## src/rtl/simd_add_pkg.sv

```systemverilog
package simd_add_pkg;
  localparam int unsigned SEG_W = 8;
  localparam int unsigned MODE_W = 2;

  typedef enum logic [MODE_W-1:0] {
    LANE8  = 2'b00,
    LANE16 = 2'b01,
    LANE32 = 2'b10,
    LANE64 = 2'b11
  } lane_mode_e;
endpackage

```

## src/rtl/lane_cut_gen.sv

```systemverilog
module lane_cut_gen #(
  parameter int unsigned NSEG = 16
) (
  input  logic [1:0]      mode,
  output logic [NSEG-1:0] cut
);
  // A segment starts a lane when its index is a multiple of 2^mode.
  logic [2:0] lane_mask;
  assign lane_mask = 3'((4'd1 << mode) - 4'd1);

  for (genvar k = 0; k < NSEG; k++) begin : g_cut
    localparam logic [2:0] IDX = 3'(k % 8);
    assign cut[k] = ((IDX & lane_mask) == 3'd0);
  end
endmodule

```

## src/rtl/seg_add.sv

```systemverilog
module seg_add #(
  parameter int unsigned W = 8
) (
  input  logic [W-1:0] a,
  input  logic [W-1:0] b,
  input  logic         sub,
  input  logic         cut,
  input  logic         chain_in,
  output logic [W-1:0] sum,
  output logic         cout
);
  logic         cin;
  logic [W-1:0] b_eff;

  assign cin   = cut ? sub : chain_in;
  assign b_eff = b ^ {W{sub}};
  assign {cout, sum} = {1'b0, a} + {1'b0, b_eff} + {{W{1'b0}}, cin};
endmodule

```

## src/rtl/simd_out_stage.sv

```systemverilog
module simd_out_stage #(
  parameter int unsigned DW = 128,
  parameter int unsigned CW = 16,
  parameter bit          REG_OUT = 1'b1
) (
  input  logic          clk,
  input  logic          rst_n,
  input  logic          in_valid,
  output logic          in_ready,
  input  logic [DW-1:0] in_sum,
  input  logic [CW-1:0] in_cout,
  output logic          out_valid,
  input  logic          out_ready,
  output logic [DW-1:0] out_sum,
  output logic [CW-1:0] out_cout
);
  if (REG_OUT) begin : g_reg
    logic          vld_q;
    logic [DW-1:0] sum_q;
    logic [CW-1:0] cout_q;

    assign in_ready = !vld_q || out_ready;

    always_ff @(posedge clk or negedge rst_n) begin
      if (!rst_n) begin
        vld_q  <= 1'b0;
        sum_q  <= '0;
        cout_q <= '0;
      end else if (in_ready) begin
        vld_q <= in_valid;
        if (in_valid) begin
          sum_q  <= in_sum;
          cout_q <= in_cout;
        end
      end
    end

    assign out_valid = vld_q;
    assign out_sum   = sum_q;
    assign out_cout  = cout_q;
  end else begin : g_comb
    assign in_ready  = out_ready;
    assign out_valid = in_valid;
    assign out_sum   = in_sum;
    assign out_cout  = in_cout;
  end
endmodule

```

## src/rtl/simd_lane_adder.sv

```systemverilog
module simd_lane_adder
  import simd_add_pkg::*;
#(
  parameter int unsigned DATA_W  = 128,
  parameter bit          REG_OUT = 1'b1,
  localparam int unsigned NSEG   = DATA_W / SEG_W
) (
  input  logic              clk,
  input  logic              rst_n,
  input  logic              in_valid,
  output logic              in_ready,
  input  logic [DATA_W-1:0] in_a,
  input  logic [DATA_W-1:0] in_b,
  input  logic [1:0]        in_mode,
  input  logic              in_sub,
  output logic              out_valid,
  input  logic              out_ready,
  output logic [DATA_W-1:0] out_sum,
  output logic [NSEG-1:0]   out_cout
);
  logic [NSEG-1:0]   seg_cut;
  logic [NSEG-1:0]   seg_co;
  logic [NSEG:0]     chain;
  logic [DATA_W-1:0] sum_c;
  logic [NSEG-1:0]   lane_co;
  lane_mode_e        mode_e;

  assign mode_e = lane_mode_e'(in_mode);

  lane_cut_gen #(.NSEG(NSEG)) u_cut (
    .mode (in_mode),
    .cut  (seg_cut)
  );

  assign chain[0] = 1'b0;
  for (genvar k = 0; k < NSEG; k++) begin : g_seg
    seg_add #(.W(SEG_W)) u_seg (
      .a        (in_a[k*SEG_W +: SEG_W]),
      .b        (in_b[k*SEG_W +: SEG_W]),
      .sub      (in_sub),
      .cut      (seg_cut[k]),
      .chain_in (chain[k]),
      .sum      (sum_c[k*SEG_W +: SEG_W]),
      .cout     (seg_co[k])
    );
    assign chain[k+1] = seg_co[k];
  end

  // Gather the carry of each lane's top segment into a packed lane vector.
  for (genvar j = 0; j < NSEG; j++) begin : g_lco
    always_comb begin
      lane_co[j] = 1'b0;
      unique case (mode_e)
        LANE8:  lane_co[j] = seg_co[j];
        LANE16: if (2*j+1 < NSEG) lane_co[j] = seg_co[(2*j+1) % NSEG];
        LANE32: if (4*j+3 < NSEG) lane_co[j] = seg_co[(4*j+3) % NSEG];
        LANE64: if (8*j+7 < NSEG) lane_co[j] = seg_co[(8*j+7) % NSEG];
        default: lane_co[j] = 1'b0;
      endcase
    end
  end

  simd_out_stage #(.DW(DATA_W), .CW(NSEG), .REG_OUT(REG_OUT)) u_out (
    .clk       (clk),
    .rst_n     (rst_n),
    .in_valid  (in_valid),
    .in_ready  (in_ready),
    .in_sum    (sum_c),
    .in_cout   (lane_co),
    .out_valid (out_valid),
    .out_ready (out_ready),
    .out_sum   (out_sum),
    .out_cout  (out_cout)
  );
endmodule

```

## config.mk

```make
export PLATFORM = sky130hd
export DESIGN_NAME = simd_lane_adder
export DESIGN_NICKNAME = d
export VERILOG_FILES = /design/src/rtl/simd_add_pkg.sv /design/src/rtl/lane_cut_gen.sv /design/src/rtl/seg_add.sv /design/src/rtl/simd_out_stage.sv /design/src/rtl/simd_lane_adder.sv
export SDC_FILE = /design/constraint.sdc
export NUM_CORES = 1
export LEC_CHECK = 0
export CAP_MARGIN = 20
export CELL_PAD_IN_SITES_DETAIL_PLACEMENT = 0
export CELL_PAD_IN_SITES_GLOBAL_PLACEMENT = 2
export CORE_UTILIZATION = 40
export DETAILED_ROUTE_END_ITERATION = 10
export DONT_BUFFER_PORTS = 1
export PLACE_DENSITY = 0.79
export SLEW_MARGIN = 20
export SYNTH_ARGS = -nofsm -noshare
export SYNTH_HDL_FRONTEND = slang
export SYNTH_HIERARCHICAL = 1
export SYNTH_SLANG_ARGS = --single-unit
```

## constraint.sdc

```tcl
create_clock -name clk -period 1.5 [get_ports clk]
set_clock_uncertainty 0.05 [all_clocks]
set_input_delay 0.075 -clock clk [delete_from_list [all_inputs] [get_ports clk]]
set_output_delay 0.075 -clock clk [all_outputs]
set_load 0.005 [all_outputs]
```

# Yosys cells after proc, flatten, opt, wreduce, memory -nomap -nowiden
# Cells that the tools add are included.
# Widths: inputs -> output; s select.
[classes]
addsub = 33
eq_ne = 3
shifts = 1
muxes = 30
n_bitwise = 16
reduce_logical = 11
[ops]
columns = ["op", "n"]
rows = [
  ["$add 8x8->9", 16],
  ["$add 9x1->9", 16],
  ["$xor 8x8->8", 16],
  ["$mux 1", 22],
  ["$logic_not 3->1", 7],
  ["$pmux 1 s2", 4],
  ["$pmux 1 s4", 2],
  ["$pmux 1 s3", 2],
  ["$eq 2x2->1 const B", 2],
  ["$shl 1x2->3 const A", 1],
  ["$sub 3x1->3 const B", 1],
  ["$eq 2x1->1 const B", 1],
  ["$logic_not 2->1", 1],
  ["$reduce_and 2->1", 1],
  ["$logic_not 1->1", 1],
  ["$logic_or 1x1->1", 1],
]
[word_totals]
register_bits = 145
output_inout_bits = 146
elab_cells = 97

# Longest topological paths before layout
# Gate-level depths: netlist (run 1).
[logic_depth]
word_depth = 18
ltp_mapped = 148
ltp_nobuf = 147

# By module
# The synthesis (run 1) kept the hierarchy.
[by_module_without_submodules]
columns = ["module", "n_inst", "cells_each", "area_each_um2", "seq_area_each_um2"]
rows = [
  ["seg_add (g_seg[0].u_seg ...)", 14, 52, 404.1, 0.0],
  ["simd_out_stage", 1, 307, 5620.4, 3628.5],
  ["seg_add (g_seg[7].u_seg ...)", 2, 52, 406.6, 0.0],
  ["simd_lane_adder", 1, 29, 222.7, 0.0],
  ["lane_cut_gen", 1, 17, 108.9, 0.0],
]

# Worst setup path after synthesis (run 1)
# Ideal clock, no wire load.
[synth_timing]
path_kind = "input port to flip-flop"
from = "in in_sub"
to = "reg u_out.g_reg.cout_q[1] (netlist: u_out/out_cout[1])"
arrival_ns = 12.610
required_ns = 1.325
setup_slack_ns = -11.285
cell_stages = 76
path_buffers = 1
cell_sequence = "buf_2 -> mux2_2 -> fa_1 -> inv_1 -> fa_1 -> nor2b_1 -> o21ai_1 -> a21oi_1 -> o21ai_0 -> a21oi_1 -> mux2_2 -> fa_1 -> inv_1 -> fa_1 -> nor2b_1 -> o21ai_1 -> a21oi_1 -> o21ai_1 -> (+40 left out) -> fa_1 -> nor2b_1 -> o21ai_1 -> a21oi_1 -> o21ai_0 -> a21oi_1 -> mux2_2 -> fa_1 -> inv_1 -> fa_1 -> nor2b_1 -> o21ai_1 -> a21oi_1 -> o21ai_0 -> a21oi_1 -> mux2i_1 -> mux2i_1 -> mux2_2"
[synth_between]
elab_chain_cells = 18
elab_cells_between_ends = 63
classes_between = "add/sub (32); mux (15); bitwise (16)"
[synth_rtl]
columns = ["element", "line_no", "text"]
rows = [
  ["start: declaration", "simd_lane_adder.sv:15", "input logic in_sub,"],
  ["$xor 8x8->8", "seg_add.sv:16", "assign b_eff = b ^ {W{sub}};"],
  ["$add 8x8->9", "seg_add.sv:17", "assign {cout, sum} = {1'b0, a} + {1'b0, b_eff} + {{W{1'b0}}, cin};"],
  ["$add 9x1->9 (*)", "seg_add.sv:17", ""],
  ["net chain[9]", "simd_lane_adder.sv:23", "logic [NSEG:0] chain;"],
  ["$mux 1 (*)", "seg_add.sv:15", "assign cin = cut ? sub : chain_in;"],
  ["$add 9x1->9 (*)", "seg_add.sv:17", ""],
  ["net chain[10]", "simd_lane_adder.sv:23", ""],
  ["$mux 1 (*)", "seg_add.sv:15", ""],
  ["(+1 left out)", "--", ""],
  ["net chain[11]", "simd_lane_adder.sv:23", ""],
  ["(+2 left out)", "--", ""],
  ["net chain[12]", "simd_lane_adder.sv:23", ""],
  ["(+2 left out)", "--", ""],
  ["net chain[13]", "simd_lane_adder.sv:23", ""],
  ["(+2 left out)", "--", ""],
  ["net chain[14]", "simd_lane_adder.sv:23", ""],
  ["$mux 1 (*)", "seg_add.sv:15", ""],
  ["$add 9x1->9 (*)", "seg_add.sv:17", ""],
  ["net chain[15]", "simd_lane_adder.sv:23", ""],
  ["$mux 1 (*)", "seg_add.sv:15", ""],
  ["$add 9x1->9 (*)", "seg_add.sv:17", ""],
  ["net chain[16]", "simd_lane_adder.sv:23", ""],
  ["$pmux 1 s4 (*)", "simd_lane_adder.sv:53", "unique case (mode_e)"],
  ["net lane_co[1]", "simd_lane_adder.sv:25", "logic [NSEG-1:0] lane_co;"],
  ["end signal: assignment", "simd_out_stage.sv:33", "cout_q <= in_cout;"],
  ["end: declaration", "simd_out_stage.sv:20", "logic [CW-1:0] cout_q;"],
]
# Mark *: on every way through the listed nets, which the timed path passes. The rest lies on a longest branch.
# A chain may end at the register's enable or synchronous reset.

# Final worst setup path (run 1)
[layout_timing]
from = "in in_sub"
to = "reg u_out.g_reg.cout_q[12] (netlist: u_out/out_cout[12])"
[layout_between]
elab_chain_cells = 12
elab_cells_between_ends = 20
classes_between = "add/sub (10); mux (5); bitwise (5)"
[layout_rtl]
columns = ["element", "line_no"]
rows = [
  ["$xor 8x8->8", "seg_add.sv:16"],
  ["$add 8x8->9", "seg_add.sv:17"],
  ["$add 9x1->9 (*)", "seg_add.sv:17"],
  ["net chain[9]", "simd_lane_adder.sv:23"],
  ["$mux 1 (*)", "seg_add.sv:15"],
  ["$add 9x1->9 (*)", "seg_add.sv:17"],
  ["net chain[10]", "simd_lane_adder.sv:23"],
  ["$mux 1 (*)", "seg_add.sv:15"],
  ["(+1 left out)", "--"],
  ["net chain[11]", "simd_lane_adder.sv:23"],
  ["$mux 1 (*)", "seg_add.sv:15"],
  ["$add 9x1->9 (*)", "seg_add.sv:17"],
  ["net chain[12]", "simd_lane_adder.sv:23"],
  ["$mux 1 (*)", "seg_add.sv:15"],
  ["$add 9x1->9 (*)", "seg_add.sv:17"],
  ["net chain[13]", "simd_lane_adder.sv:23"],
  ["$mux 1 (*)", "simd_lane_adder.sv:53"],
  ["net lane_co[12]", "simd_lane_adder.sv:25"],
]
# Marks and branches as above.

==> impl_metrics.tcl, run 1 <==
set metrics [dict create \
    min_path_type "in2async" \
    cts_buffers 17 \
    final_hold_viol_count 167 \
    p_per_area_nw_per_um2 1193 \
    synth_top_family_by_area "multiplexers" \
    synth_xor_area_share_pct 13.54 \
    async_flop_share_pct 100.0 \
    r2r_setup_slack_ns -0.02 \
    tritoncts "yes" \
    die_h_um 178.2 \
    slew_violations 0 \
    core_area_um2 30590 \
    synthTopCellsByCount "145 x dfrtp_1, 144 x xor2_1, 117 x nor2_1" \
    whs_ns -0.7115 \
    cp_max_fo 144 \
    violations "hold timing, setup timing" \
    ir_drop_uv 833.1 \
    synth_simple_gate_area_share_pct 7.423 \
    crit_type "in2reg" \
    grt_max_degree 146 \
    root_buffer "clkbuf_16" \
    setup-tns-final_ns -759.09 \
    clockBufferDepth 2 \
    cts_hold_buf 4 \
    max_cap_viol_count 0 \
    antenna_found_initial 1 \
    first_global_vias 10100 \
    synth_top_area_cell "dfrtp_1" \
    endpoint_kind "register" \
    rsz0062_at_grt "true" \
    grt_pass1_wl_um 54700 \
    cp.arrival_ns 12.51 \
    syn_inst 1185 \
    yosys.area_share.adder_pct 16.44 \
    synth_ff_type "dfrtp_1" \
    drive_gt1_share_pct 50.29 \
    setup_viol 134 \
    grt-ovfl-total 0 \
    diodes 0 \
    vias 9706 \
    die_area_um2 31770 \
    drtIter0Drc 203 \
    rows 64 \
    drc 0 \
    synthMuxAreaShare_pct 17.12 \
    max_stage_delay_ns 0.37 \
    gp_routability_congestion 0.8036 \
    yosys.cell_count.top_type "dfrtp_1" \
    postSynthAreaPerCell_um2 10.48 \
    setup_ws_ns -10.74 \
    synth-edff-count 0 \
    yosys-top-cells-area "dfrtp_1 29%, ha_1 11%, xor2_1 10%" \
    drtAntennaViolNets 0 \
    cp_slowest_cell "fa_2" \
    status "finished, violations left" \
    cp_data_required_time_ns 1.77 \
    syn_area_um2 12420 \
    first_pass_iters 4 \
    cp-start-kind "input port" \
    io_pins 409 \
    area_delta_synth_final_pct 36.10 \
    fin_crit_sh_pct 816.1 \
    synth_top_area_share_pct 29.21 \
    yosysUniqueCellTypes 32 \
    cp_common_cell "buf_4" \
    clkSlewWorstSetupHoldPaths_ns 0.06 \
    ys_seq_elements 145 \
    via_per_inst 5.011 \
    die_x_um 178.2 \
    worstSkewPairLatency_ns 0.43 \
    worstSetupStartpoint "in_sub" \
    rr_endpoint "u_out/out_sum[58]$_DFFE_PN0P_" \
    synth_seq_area_share_pct 29.21 \
    fillers 2691 \
    start_util_pct 40.61 \
    routed_wl_um 36580 \
    fin_crit_ns 12.24 \
    fin_nets 1936 \
    htree_levels 4 \
    endpoint "u_out/out_cout[12]$_DFFE_PN0P_" \
    fmax_ghz 0.08169 \
    synth_compound_area_share_pct 10.78 \
    port_buffers 0 \
    grt_use_total_pct 22.53 \
    leakage_nw 8.136 \
    clkSinkCount 145 \
    post_drt_wl_per_cell_um 18.89 \
    rr_startpoint "u_out/out_valid$_DFFE_PN0P_" \
    worst_r2r_path_depth 4 \
    dp_hpwl_um 27120 \
    yosys_warnings 6 \
]
-- kinds of logic (layout without fill, tap and decap cells) --
kind of cell | count (synthesis) | after routing
simple gates | 195 | 195
compound gates | 194 | 194
xor+xnor | 192 | 192
mux | 170 | 170
flops | 145 | 145
fa+ha+maj | 144 | 144
buf+inv | 143 | 498
other cells | 2 | 3
-- flip-flops by register name, indices dropped and copies added, names as in the netlist --
signal	flops
u_out/out_valid	1
u_out/out_sum	128
u_out/out_cout	16
-- worst min path at each step --
| stage | cells after the start | slack (ns) | to |
|---|---|---|---|
| 6_report | 0 | -0.71 | u_out/out_sum[69]$_DFFE_PN0P_ |
| 5_1_grt | 0 | -0.74 | u_out/out_sum[101]$_DFFE_PN0P_ |
| 4_1_cts | 0 | -0.73 | u_out/out_sum[72]$_DFFE_PN0P_ |
| 3_5_place_dp | 0 | -0.27 | u_out/out_sum[69]$_DFFE_PN0P_ |
| 3_3_place_gp | 0 | -0.27 | u_out/out_sum[68]$_DFFE_PN0P_ |
| 2_1_floorplan | 0 | -0.27 | u_out/out_cout[0]$_DFFE_PN0P_ |
-- layout make-up --
class / instances / area [um2] / area share, %
clock buffers: 19 / 432.9 / 2.560
flip-flops and latches: 145 / 3628 / 21.46
inverters: 98 / 367.9 / 2.176
multi-input cells: 898 / 8892 / 52.59
repair buffers: 369 / 2907 / 17.19
clock inverters: 12 / 183.9 / 1.088
well taps: 396 / 495.5 / 2.931
-- cells in the final DEF, fill, tap and decap left out, types with 3 or more instances in the layout --
master and n:
o21a_1 32, a21oi_1 18, buf_4 345, nor3_1 16
buf_12 4, clkbuf_16 17, xnor2_2 6, ha_1 112
dlygate4sd3_1 4, nor2_1 104, dfrtp_1 145, buf_6 15
mux2_2 65, a21oi_2 73, o31a_1 16, and2_1 6
bufinv_16 4, mux2_4 95, fa_2 32, inv_2 26
inv_1 72, nor2_4 7, xor2_1 142, nor2_2 7
a311oi_2 16, clkinv_4 3, xnor2_1 42, and3_1 14
a21oi_4 5, mux2i_1 10, nor2b_1 14, o21ai_2 22
nor2b_2 19, conb_1 3, o21ai_1 10
-- where the power goes --
part           leakage (nW)  internal (mW)  total (mW)  switching, mW
sequential             1.71           5.37        6.82           1.45
combinational          6.13           5.34        8.68           3.34
clock                 0.294           2.79        4.68           1.89
-- through the flow --
stage / area, um2 / cells / worst slack [ns] / power [mW] / utilization (%)
floorplan: 12620 / 1186 / -10.44 / 11.42 / -
global placement: 15040 / 1828 / -10.99 / 14.10 / 49.18
detailed placement: 15040 / 1828 / -11.38 / 14.24 / 49.18
CTS: 16450 / 1937 / -10.79 / 19.74 / 53.76
global route: 16910 / 1937 / -11.39 / 21.50 / 55.27
finish: 16910 / 1937 / -10.74 / 20.18 / 55.27
-- metal layers --
metal  track usage [%]  vias to the layer above  part of all wire (%)
li1                  -                     4702                     -
met1             24.43                     4623                    38
met2             39.92                      307                    51
met3             7.950                       74                   8.2
met4             8.792                        0                   3.4
met5                 0                        -                     0
-- worst max-delay path, delay by kind of cell --
family          cells  cell delay (ns)
buf+inv            44             5.06
fa+ha+maj          10             2.82
compound gates     20             2.46
mux                 6             1.66
simple gates        6             0.35
-- timing repair --
| item | CTS | global route |
|---|---|---|
| pin swaps | 32 | 59 |
| buffers inserted | 75 | 29 |
| hold endpoints to repair | 171 | 167 |
| gates resized for setup | 51 | 131 |
| setup endpoints to repair | 137 | 137 |
| gates cloned | 0 | 0 |
(Power assumes the default switching activity.)
==> run 2, diff against run 1 <==
--- a/config.mk
+++ b/config.mk
@@ -8,10 +8,11 @@
 export CAP_MARGIN = 20
 export CELL_PAD_IN_SITES_DETAIL_PLACEMENT = 0
 export CELL_PAD_IN_SITES_GLOBAL_PLACEMENT = 2
-export CORE_UTILIZATION = 40
+export CORE_UTILIZATION = 41
+export CTS_BUF_LIST = sky130_fd_sc_hd__clkbuf_2
 export DETAILED_ROUTE_END_ITERATION = 10
 export DONT_BUFFER_PORTS = 1
-export PLACE_DENSITY = 0.79
+export PLACE_DENSITY = 0.81
 export SLEW_MARGIN = 20
 export SYNTH_ARGS = -nofsm -noshare
 export SYNTH_HDL_FRONTEND = slang
==> impl_metrics.tcl, run 2 (synthesis gave the netlist of run 1 again) <==
set metrics [dict create \
    crit_type "in2reg" \
    stdcell_count 2154 \
    routed_wl_um 40760 \
    setup_viol 134 \
    fin_util_pct 63.28 \
    max_cap_viol_count 0 \
    drive_gt1_share_pct 44.58 \
    setup-tns-final_ns -732.65 \
    io_pins 409 \
    final_common_cell "buf_4" \
    fin_crit_sh_pct 805.1 \
    fmax_ghz 0.08281 \
    fin_crit_ns 12.08 \
    min_path_type "in2async" \
    drc 0 \
    tritoncts "yes" \
    setup_ws_ns -10.58 \
    largest_reg_flops 128 \
    total_power_mw 19.28 \
    first_global_vias 11160 \
    endpoint_kind "register" \
    post_drt_wl_per_cell_um 18.92 \
    pwr-share-comb_pct 50.4 \
    leakage_nw 9.041 \
    die_h_um 176.1 \
    drtAntennaViolNets 0 \
    antenna_found_initial 1 \
    place_area_um2 15030 \
    wl_met3_um 2767 \
    worstSkewPairLatency_ns 0.75 \
    via_per_inst 5.007 \
    max_stage_delay_ns 0.37 \
    start_util_pct 41.80 \
    violations "hold timing, setup timing" \
    clkSinkCount 145 \
    first_pass_iters 4 \
    status "finished, violations left" \
    drtIter0Drc 254 \
    p_sw_mw 6.752 \
    die_x_um 176.1 \
    worst_slew_pin_slew_ns 0.5602 \
    clkSlewWorstSetupHoldPaths_ns 0.29 \
    final_hold_viol_count 205 \
    power.share.clock_pct 14.4 \
    root_buffer "clkbuf_2" \
    grt-ovfl-total 0 \
    whs_ns -1.105 \
    dp_hpwl_um 27170 \
    m1WireLength_um 15330 \
    clockBufferDepth 2 \
    slew_violations 0 \
    place_worst_setup_slack_ns -11.33 \
    cp_data_required_time_ns 2.09 \
    port_buffers 0 \
    cp_max_fo 144 \
    fin_nets 2157 \
    swShare_pct 35.02 \
    die_area_um2 31000 \
    layout_common_cells "338 x buf_4, 198 x dlygate4sd3_1, 144 x dfrtp_1, 142 x xor2_1, 112 x ha_1" \
    grt_max_degree 146 \
    grt_use_total_pct 24.25 \
    core_area_um2 29720 \
    relSlewSlack_pct 62.53 \
    vias 10790 \
    final_area_um2 18800 \
    cp_common_cell "fa_2" \
    cp.arrival_ns 12.67 \
    dr.max_layer_used "met4" \
    rsz0062_at_grt "true" \
    ir_drop_uv 561.9 \
    dpl.cell_count 1820 \
    grt_pass1_wl_um 58190 \
    rows 63 \
    gp_routability_congestion 0.8265 \
    cp_slowest_cell "fa_2" \
    area_delta_synth_final_pct 51.36 \
    internal_power_mw 12.53 \
    seqPwrFrac_pct 35.3 \
    cp-start-kind "input port" \
    met2_length_um 21290 \
    p_per_area_nw_per_um2 1025 \
    htree_levels 4 \
    fillers 2357 \
    cts_buffers 17 \
]
## run 2: cell count changes in the layout (fill, tap and decap cells not counted), moves of 5 or more
cell           delta
dlygate4sd3_1   +194
xnor2_2           -5
a21oi_2          -15
clkbuf_2         +17
buf_6            +25
a21oi_1          +14
clkbuf_16        -14
buf_4             -7
xnor2_1           +5
## run 2: path summary, 6_finish.rpt
| check | from | endpoint | slack, ns | cells past startpoint |
|---|---|---|---|---|
| max reg2reg | u_out/out_valid$_DFFE_PN0P_ | u_out/out_sum[59]$_DFFE_PN0P_ | -0.06 | 4 |
| min in group clk | in_mode[1] | u_out/out_cout[4]$_DFFE_PN0P_ | -0.48 | 2 |
| min reg2reg | u_out/out_sum[87]$_DFFE_PN0P_ | u_out/out_sum[87]$_DFFE_PN0P_ | 0.52 | 1 |
| min | rst_n | u_out/out_sum[48]$_DFFE_PN0P_ | -1.11 | 0 |
| max | in_sub | u_out/out_cout[1]$_DFFE_PN0P_ | -10.58 | 75 |
| max in group asynchronous | rst_n | u_out/out_cout[6]$_DFFE_PN0P_ | 2.28 | 0 |
## run 2: repair_timing
action                     CTS  global route
hold endpoints to repair   290           217
pin swaps                   27            48
gates cloned                 0             6
setup endpoints to repair  129           142
buffers inserted            46            62
hold buffers               200             6
resized for setup           29           160
## run 2: area by class of cell
cell class / count / area, um2 / area share [%]
clock inverters: 15 / 191.4 / 1.018
well taps: 390 / 488.0 / 2.595
repair buffers: 588 / 5218 / 27.75
inverters: 98 / 367.9 / 1.956
diodes: 1 / 2.502 / 0.01331
clock buffers: 17 / 85.08 / 0.4525
flip-flops and latches: 145 / 3630 / 19.30
multi-input cells: 900 / 8822 / 46.92
## run 2: critical path: cells and delay by family
family | cells | cell delay, ns
fa+ha+maj | 16 | 4.46
mux | 11 | 2.82
compound gates | 32 | 4.28
buf+inv | 8 | 0.54
simple gates | 8 | 0.40
## run 2: metal layers
metal / up-vias / GRT usage [%]
met4: 0 / 9.457
met5: - / 0
met1: 5238 / 25.79
li1: 5160 / -
met2: 314 / 44.21
met3: 74 / 7.644
## run 2: power by group through the flow
stage          Combinational [mW]  Sequential [mW]  Clock (mW)
6_report                     9.71             6.80        2.77
5_1_grt                      10.5             6.96        3.01
4_1_cts                      8.62             6.80        2.88
3_5_place_dp                 7.36             6.88           0
3_3_place_gp                 7.21             6.86           0
2_1_floorplan                5.17             6.25           0
